`src/rtl/keyirq_pkg.sv`:
```
package keyirq_pkg;

   typedef enum logic [1:0] {
      SRC_PIN      = 2'b00,
      SRC_PIN_ALT  = 2'b01,
      SRC_KEYS_LO  = 2'b10,
      SRC_KEYS_ALL = 2'b11
   } src_mode_e;

   localparam int CTRL_W   = 8;
   localparam int MODE_HI  = 7;
   localparam int MODE_LO  = 6;
   localparam int RISE_BIT = 4;
   localparam int CLR_BIT  = 3;
   localparam int PU_HI    = 1;
   localparam int PU_LO    = 0;
   localparam int PU_GRPS  = PU_HI - PU_LO + 1;

endpackage

```
`src/rtl/keyirq_sync.sv`:
```
module keyirq_sync #(
   parameter int          WIDTH   = 6,
   parameter int          STAGES  = 2,
   parameter logic        RST_VAL = 1'b1
) (
   input  logic             clk_i,
   input  logic             rst_ni,
   input  logic [WIDTH-1:0] d_i,
   output logic [WIDTH-1:0] q_o
);

   logic [STAGES-1:0][WIDTH-1:0] stage_q;

   generate
      if (STAGES < 2) begin : g_bad_stages
         $error("keyirq_sync: STAGES must be at least 2");
      end
      for (genvar s = 0; s < STAGES; s++) begin : g_stage
         always_ff @(posedge clk_i or negedge rst_ni) begin
            if (!rst_ni) begin
               stage_q[s] <= {WIDTH{RST_VAL}};
            end else if (s == 0) begin
               stage_q[s] <= d_i;
            end else begin
               stage_q[s] <= stage_q[(s == 0) ? 0 : s-1];
            end
         end
      end
   endgenerate

   assign q_o = stage_q[STAGES-1];

endmodule

```
`src/rtl/keyirq_srcsel.sv`:
```
module keyirq_srcsel
   import keyirq_pkg::*;
#(
   parameter int KEYS    = 5,
   parameter int KEYS_LO = 4
) (
   input  src_mode_e       mode_i,
   input  logic            pin_i,
   input  logic [KEYS-1:0] key_n_i,
   output logic            line_o
);

   logic [KEYS-1:0] lo_mask;
   logic            pressed_lo;
   logic            pressed_all;

   generate
      for (genvar k = 0; k < KEYS; k++) begin : g_mask
         assign lo_mask[k] = (k < KEYS_LO);
      end
   endgenerate

   assign pressed_lo  = |(~key_n_i & lo_mask);
   assign pressed_all = |(~key_n_i);

   always_comb begin
      unique case (mode_i)
         SRC_KEYS_LO:  line_o = ~pressed_lo;
         SRC_KEYS_ALL: line_o = ~pressed_all;
         default:      line_o = pin_i;
      endcase
   end

endmodule

```
`src/rtl/keyirq_edge.sv`:
```
module keyirq_edge (
   input  logic clk_i,
   input  logic rst_ni,
   input  logic line_i,
   input  logic rise_i,
   input  logic hold_i,
   input  logic clr_i,
   output logic irq_o
);

   logic prev_q;
   logic irq_q;
   logic edge_seen;
   logic set_evt;

   assign edge_seen = rise_i ? (line_i & ~prev_q) : (~line_i & prev_q);
   assign set_evt   = edge_seen & ~hold_i;

   always_ff @(posedge clk_i or negedge rst_ni) begin
      if (!rst_ni) begin
         prev_q <= 1'b1;
         irq_q  <= 1'b0;
      end else begin
         prev_q <= line_i;
         if (set_evt) begin
            irq_q <= 1'b1;
         end else if (clr_i) begin
            irq_q <= 1'b0;
         end
      end
   end

   assign irq_o = irq_q;

   AST_SET_BEATS_CLEAR: assert property (@(posedge clk_i) disable iff (!rst_ni)
      (set_evt && clr_i) |=> irq_q);
   AST_FLAG_STICKY: assert property (@(posedge clk_i) disable iff (!rst_ni)
      (irq_q && !clr_i) |=> irq_q);
   AST_CLEAR_TAKES: assert property (@(posedge clk_i) disable iff (!rst_ni)
      (clr_i && !set_evt) |=> !irq_q);
   AST_NO_MODE_SPURIOUS: assert property (@(posedge clk_i) disable iff (!rst_ni)
      (hold_i && !irq_q) |=> !irq_q);

endmodule

```
`src/rtl/keyirq_top.sv`:
```
module keyirq_top
   import keyirq_pkg::*;
#(
   parameter int KEYS        = 5,
   parameter int KEYS_LO     = 4,
   parameter int SYNC_STAGES = 2
) (
   input  logic              clk_i,
   input  logic              rst_ni,
   input  logic              irq_pin_i,
   input  logic [KEYS-1:0]   key_n_i,
   input  logic [KEYS-1:0]   key_dir_i,
   input  logic              ctrl_we_i,
   input  logic [CTRL_W-1:0] ctrl_wdata_i,
   output logic [KEYS-1:0]   pullup_en_o,
   output logic              irq_req_o
);

   localparam int RAW_W = KEYS + 1;

   generate
      if (KEYS_LO < 1 || KEYS_LO >= KEYS) begin : g_bad_keys
         $error("keyirq_top: KEYS_LO must lie in 1..KEYS-1");
      end
   endgenerate

   src_mode_e          mode_q;
   src_mode_e          mode_d1_q;
   logic               rise_q;
   logic [PU_GRPS-1:0] pu_sel_q;
   logic               clr_req;
   logic               mode_hold;
   logic [RAW_W-1:0]   raw_in;
   logic [RAW_W-1:0]   sync_q;
   logic               src_line;

   always_ff @(posedge clk_i or negedge rst_ni) begin
      if (!rst_ni) begin
         mode_q    <= SRC_PIN;
         mode_d1_q <= SRC_PIN;
         rise_q    <= 1'b0;
         pu_sel_q  <= '0;
      end else begin
         mode_d1_q <= mode_q;
         if (ctrl_we_i) begin
            mode_q   <= src_mode_e'(ctrl_wdata_i[MODE_HI:MODE_LO]);
            rise_q   <= ctrl_wdata_i[RISE_BIT];
            pu_sel_q <= ctrl_wdata_i[PU_HI:PU_LO];
         end
      end
   end

   assign clr_req   = ctrl_we_i & ctrl_wdata_i[CLR_BIT];
   assign mode_hold = (mode_q != mode_d1_q);
   assign raw_in    = {key_n_i, irq_pin_i};

   keyirq_sync #(
      .WIDTH   (RAW_W),
      .STAGES  (SYNC_STAGES),
      .RST_VAL (1'b1)
   ) sync_i (
      .clk_i  (clk_i),
      .rst_ni (rst_ni),
      .d_i    (raw_in),
      .q_o    (sync_q)
   );

   keyirq_srcsel #(
      .KEYS    (KEYS),
      .KEYS_LO (KEYS_LO)
   ) srcsel_i (
      .mode_i  (mode_q),
      .pin_i   (sync_q[0]),
      .key_n_i (sync_q[RAW_W-1:1]),
      .line_o  (src_line)
   );

   keyirq_edge edge_i (
      .clk_i  (clk_i),
      .rst_ni (rst_ni),
      .line_i (src_line),
      .rise_i (rise_q),
      .hold_i (mode_hold),
      .clr_i  (clr_req),
      .irq_o  (irq_req_o)
   );

   generate
      for (genvar k = 0; k < KEYS; k++) begin : g_pullup
         localparam int GRP = (k < KEYS_LO) ? 0 : 1;
         assign pullup_en_o[k] = pu_sel_q[GRP] & ~key_dir_i[k];
      end
   endgenerate

   AST_PIN_MODES_USE_PIN: assert property (@(posedge clk_i) disable iff (!rst_ni)
      (!mode_q[1]) |-> (src_line == sync_q[0]));
   AST_PULLUP_INPUT_ONLY: assert property (@(posedge clk_i) disable iff (!rst_ni)
      ((pullup_en_o & key_dir_i) == '0));

endmodule

```
`config.mk`:
```
export PLATFORM = sky130hd
export DESIGN_NAME = keyirq_top
export DESIGN_NICKNAME = d
export VERILOG_FILES = /design/src/rtl/keyirq_pkg.sv /design/src/rtl/keyirq_sync.sv /design/src/rtl/keyirq_srcsel.sv /design/src/rtl/keyirq_edge.sv /design/src/rtl/keyirq_top.sv
export SDC_FILE = /design/constraint.sdc
export NUM_CORES = 1
export LEC_CHECK = 0
export BUFFER_PORTS_ARGS = -buffer_cell sky130_fd_sc_hd__buf_2
export CORE_UTILIZATION = 45
export DETAILED_ROUTE_END_ITERATION = 8
export GPL_TIMING_DRIVEN = 0
export PLACE_DENSITY = 0.84
export SYNTH_ARGS = -nofsm -noshare
export SYNTH_HDL_FRONTEND = slang
export SYNTH_SLANG_ARGS = --single-unit
export TNS_END_PERCENT = 30
```
`constraint.sdc`:
```
create_clock -name clk_i -period 1.55 [get_ports clk_i]
set_input_delay 0.155 -clock clk_i [delete_from_list [all_inputs] [get_ports clk_i]]
set_output_delay 0.155 -clock clk_i [all_outputs]
set_load 0.005 [all_outputs]
```
Yosys cells after proc, flatten, opt, wreduce, memory -nomap -nowiden
Cells that the tools add are included.

storage, ports and cells
  input port bits = 22
  word-level logic and storage cells = 38
  register bits after elaboration = 21
  output and inout bits = 6

cells by class
  reductions and logical operators = 3
  bitwise gates (word level) = 20
  equality and inequality tests = 3
  muxes and demuxes = 4

operators by type and width
  cell                count
  $not 1->1           10
  $and 1x1->1         9
  $not 5->5           1
  $reduce_or 5->1     1
  $eq 2x2->1 const B  2
  $reduce_or 4->1     1
  $mux 1              3
  $ne 2x2->1          1
  $pmux 1 s2          1
  $reduce_bool 2->1   1

Logic depth before layout (Yosys ltp)
  depth after elaboration = 9
  depth in mapped cells = 4
  mapped depth without buffers = 4

Cells and area by module
From an unflattened synthesis, not the netlist that was laid out.

second synthesis, totals
  cells, all modules = 50
  area total of the unflattened synthesis = 763.2 µm²

modules (own cells, without submodules)
  module         area each (µm²)  cells an instance  sequential area each (µm²)  instances
  keyirq_sync    360.3            18                 315.3                       1
  keyirq_top     290.3            21                 175.2                       1
  keyirq_edge    82.6             6                  51.3                        1
  keyirq_srcsel  30.0             5                  0.0                         1

Worst setup path before layout
No wires, ideal clock.

  kind = reg2reg
  start point = reg sync_i.stage_q (netlist bit sync_i.q_o[2])
  end point = reg edge_i.irq_q, in the netlist edge_i.irq_o
  data required time = 1.463 ns
  period minus slack after synthesis = 1.137 ns
  stages on the path, launching flop included = 5
  arrival time = 1.051 ns
  library setup time = 0.087 ns
  slack = 0.413 ns
  buffers on the path = 0
  cells stage by stage = dfstp_2 > nand2_2 > o32ai_2 > nand4b_1 > o211ai_1

between the ends
  longest elaborated chain between the ends = 9
  elaborated cells between the ends (all ways) = 13
  classes of those cells = mux (3); bitwise (7); reduce/logical (3)

RTL lines
  what                                                       RTL line                                  RTL
  start, declared                                            keyirq_sync.sv:12                         logic [STAGES-1:0][WIDTH-1:0] stage_q;
  start signal, assigned by index                            keyirq_sync.sv:21                         stage_q[s] <= {WIDTH{RST_VAL}};
  start signal, assigned by index                            keyirq_sync.sv:23                         stage_q[s] <= d_i;
  start signal, assigned by index                            keyirq_sync.sv:25                         stage_q[s] <= stage_q[(s == 0) ? 0 : s-1];
  $not 5->5 (*)                                              keyirq_srcsel.sv:24                       assign pressed_all = |(~key_n_i);
  $reduce_or 5->1 / $reduce_or 4->1 (equally long branches)  keyirq_srcsel.sv:24, keyirq_srcsel.sv:23
  $not 1->1, on equally long branches                        keyirq_srcsel.sv:29, keyirq_srcsel.sv:28
  $pmux 1 s2 (*)                                             keyirq_srcsel.sv:27                       unique case (mode_i)
  via edge_i.line_i                                          keyirq_edge.sv:4                          input logic line_i,
  $not 1->1                                                  keyirq_edge.sv:16                         assign edge_seen = rise_i ? (line_i & ~prev_q) : (~line_i & prev_q);
  $and 1x1->1                                                keyirq_edge.sv:16
  $mux 1 (*)                                                 keyirq_edge.sv:16
  $and 1x1->1 (*)                                            keyirq_edge.sv:17                         assign set_evt = edge_seen & ~hold_i;
  $mux 1 / $reduce_bool 2->1 (equally long branches)         --
  end signal, assigned                                       keyirq_edge.sv:22                         irq_q <= 1'b0;
  end signal, assigned                                       keyirq_edge.sv:26                         irq_q <= 1'b1;
  end signal, assigned                                       keyirq_edge.sv:28                         irq_q <= 1'b0;
  end, declared                                              keyirq_edge.sv:12                         logic irq_q;

Mark *: on every way through the listed nets, which the timed path passes. The rest lies on a longest branch.
A chain may end at the register's enable or synchronous reset.

Worst setup path after layout
Ends and elaborated chain as after synthesis.

==> impl_results.rst <==
.. list-table::
   :header-rows: 1

   * - Metric
     - Value
   * - FF+latch count, synth
     - 21
   * - Kind of capture point of the worst setup path
     - flip-flop
   * - Total power
     - between 900 and 1000 uW
   * - Post-route minimum period
     - approximately 1.2 ns
   * - Die X-Extent
     - ~42 um
   * - Synthesized cell area
     - 723 sq um
   * - Compound-gate portion of the synthesized area
     - 0.0329
   * - Remaining max-slew budget at the tightest pin
     - 0.710
   * - Number of buffer and inverter stages on the critical path
     - 0
   * - Number of cells in the design after placement
     - between 80 and 90
   * - Number of placement rows
     - 14
   * - Sequential-to-total area share from yosys stat
     - 0.749
   * - Overflow after GRT
     - 0
   * - Placement-stage worst setup slack
     - 0.316 ns
   * - Iteration-0 DRC Markers
     - 4
   * - Unrepaired setup endpoints after global routing
     - false
   * - Top cells by area, synth
     - sky130_fd_sc_hd__dfstp_2 47%, sky130_fd_sc_hd__dfrtp_1 28%, sky130_fd_sc_hd__mux2_2 7.8%
   * - Measured slew at the worst slew-check pin
     - 0.435 ns
   * - Htree depth
     - 1
   * - CTS tree
     - done
   * - Leak pwr
     - 0.000439 uW
   * - Pin count of the biggest net entering global routing
     - 22
   * - HPWL Detailed
     - 876 um
   * - Longest individual stage delay on the worst path
     - 0.55 ns
   * - Xor/xnor cell area share of the yosys netlist
     - 0.0242
   * - Worst hold-check path type
     - input port to flip-flop
   * - Number of buffers added for setup after CTS
     - 0
   * - Via count of the first global-routing pass
     - between 400 and 500
   * - Share of the synthesized area in the top cell type
     - 0.472
   * - Non-filler cells in the finished layout
     - 96
   * - Worst IR drop on VDD
     - about 510 uV
   * - Ordered list of cells on the worst path
     - nand2_2 -> o32ai_2 -> nand4b_1 -> o211ai_1
   * - Final count of negative-setup-slack endpoints
     - 0
   * - Count of synthesis-stage warnings from yosys
     - 0
   * - Unique masters post-synth
     - 15
   * - Timing-limited maximum frequency
     - 800 MHz
   * - Global-route wire length before repair
     - 2060 um
   * - Buffer type at the clock tree root
     - sky130_fd_sc_hd__clkbuf_4
   * - Vias per cell
     - 4.74
   * - Number of buffers added on ports
     - 24
   * - Worst clock skew on the final layout
     - around 0.0013 ns
   * - CP startpoint kind
     - flip-flop
   * - Total number of nets in the final design
     - 103
   * - Remaining number of nets flagged by the antenna check after routing
     - 0
   * - CP max-delay cell
     - sky130_fd_sc_hd__dfstp_2
   * - Number of hold violations in the final report
     - 0
   * - Main combinational cell family by area after synthesis
     - simple AND/OR/NAND/NOR gates
   * - GRT Resource Usage Total
     - 0.167
   * - Max-cap violation count
     - 0
   * - Required time reported for the critical path endpoint
     - 1.77 ns
   * - Summed negative setup slack over all endpoints
     - 0 ns
   * - Critical path fanouts, max
     - 3
   * - Final Slew Violations
     - 0
   * - Family of cells with the greatest summed delay on the critical path
     - flip-flops
   * - Status
     - complete, no violations
   * - Total DRC errors in the routed layout
     - 0
   * - Proportion of layout cells with a drive suffix above 1
     - 0.588
   * - Fraction of the mapped netlist area in adder cells
     - 0
   * - Final-layout worst hold slack
     - about 0.083 ns
   * - Min setup slack post-route
     - between 0.3 and 0.4 ns
   * - Hold-critical path depth
     - 2
   * - Routed Wire Length
     - 1210 um
   * - WL/cell
     - 12.6 um
   * - Antenna violations before repair
     - 0
   * - Area added between synthesis and finish
     - 32.7%
   * - Starting density of the core
     - 0.480
   * - Post-CTS clock slew at the launch and capture registers of the worst setup and hold paths
     - roughly 0.1 ns
   * - Pwr dens
     - 1040 nW/um^2
   * - Final clock period utilization by the worst path
     - 0.806
   * - Length of the first detailed-routing pass in iterations
     - 4
   * - Type of the worst setup path
     - flip-flop to flip-flop
   * - Number of cells upsized or downsized after cts
     - 0
   * - Die area
     - ~1800 sq um
   * - Post-synthesis mux area share
     - 0.0779
   * - Number of clock sinks
     - 21
   * - Total inserted antenna cells
     - 0
   * - Area fraction in and, or, nand and nor cells after synthesis
     - 0.106
   * - Most area-hungry cell type in the Yosys netlist
     - sky130_fd_sc_hd__dfstp_2
   * - Net Count, Synth
     - 67
   * - FILL cells
     - 110
   * - Syn Inst Count
     - 45
   * - Average footprint of a synthesized cell
     - 16.1 sq um
   * - I/O pins
     - 28
   * - Total number of cells along the worst setup path
     - 4
   * - Core ar.
     - 1510 sq um
   * - Clock latency at the later pin of the worst-skew pair
     - around 0.29 ns
   * - Final Wtd Congestion
     - roughly 0.65
   * - Arrival @ worst endpoint
     - 1.47 ns
   * - Number of buffers inserted during clock tree synthesis
     - 3
   * - Depth of the worst register-to-register path
     - 4
   * - Die span in y
     - 42.1 um
   * - Via count of the routed design
     - 455
   * - Largest buffer count on any clock path
     - 2
[cells in the mapped netlist, drive strengths merged]
cell type / instances
clkbuf: 1
nand3: 1
xor2: 2
dfstp: 13
dfrtp: 8
o211ai: 1
nor2b: 6
o32ai: 1
nand3b: 1
nand4b: 1
nor2: 1
mux2: 5
nand2: 3
inv: 1
[layer usage]
layer / vias to the layer above / global-route usage / share of wire
li1: 217 / - / -
met5: - / 0 / 0
met3: 5 / 0.0388 / 0.032
met4: 0 / 0.113 / 0.029
met2: 13 / 0.284 / 0.57
met1: 220 / 0.185 / 0.37
[final cells by class]
| type | count | area (sq um) | area share |
|---|---|---|---|
| Clock buffer | 4 | 26.3 | 0.0274 |
| Inverter | 1 | 3.75 | 0.00391 |
| Sequential cell | 21 | 542 | 0.565 |
| Tap cell | 16 | 20.0 | 0.0209 |
| Timing Repair Buffer | 31 | 190 | 0.198 |
| Multi-Input combinational cell | 22 | 174 | 0.181 |
| Buffer | 1 | 3.75 | 0.00391 |
[placed cells by master, fill, tap and decap left out, drive strengths merged]
cell and instances:
nand2 3, dfstp 13, nand4b 1, xor2 2
dfrtp 8, nand3 1, nor2 1, o211ai 1
nand3b 1, inv 1, o32ai 1, mux2 5
clkbuf 5, buf 24, nor2b 6, dlygate4sd3 7
[timing repair]
action / in CTS / in global routing
hold buffers: 7 / 0
setup endpoints to repair: 0 / 0
endpoints found under the hold margin: 14 / 0
[sequential cells by signal, summed over array words and instances (netlist names)]
name / flops
edge_i.irq_o: 1
rise_q: 1
mode_d1_q: 2
sync_i.q_o: 6
pu_sel_q: 2
edge_i.prev_q: 1
mode_q: 2
sync_i.stage_q: 6
[logic make-up (layout without fill, tap and decap cells)]
group,count (synthesis),in the layout
compound gates,2,2
xor+xnor,2,2
buf+inv,2,37
flops,21,21
mux,5,5
simple gates,13,13
[stage by stage]
stage	instance area [sq um]	util
after floorplan	723	-
after global placement	863	0.573
after detailed placement	863	0.573
after CTS	960	0.637
after global routing	960	0.637
final	960	0.637
[power breakdown]
part / switching (uW) / leakage [uW] / internal, uW
sequential: 23.9 / 0.000232 / 604
combinational: 47.2 / 0.000192 / 70.3
clock: 149 / 0.0000150 / 100
[worst paths after layout]
kind | startpoint | slack (ns) | endpoint
setup / recovery | sync_i.q_o[2] | 0.30 | edge_i.irq_o
hold reg to reg | sync_i.stage_q[5] | 0.36 | sync_i.q_o[5]
setup reg to reg | sync_i.q_o[2] | 0.30 | edge_i.irq_o
min in group asynchronous | rst_ni | 0.32 | mode_q[1]
hold / removal | ctrl_wdata_i[0] | 0.08 | pu_sel_q[0]
max in group asynchronous | rst_ni | 0.90 | sync_i.q_o[2]
(Power assumes the default switching activity.)
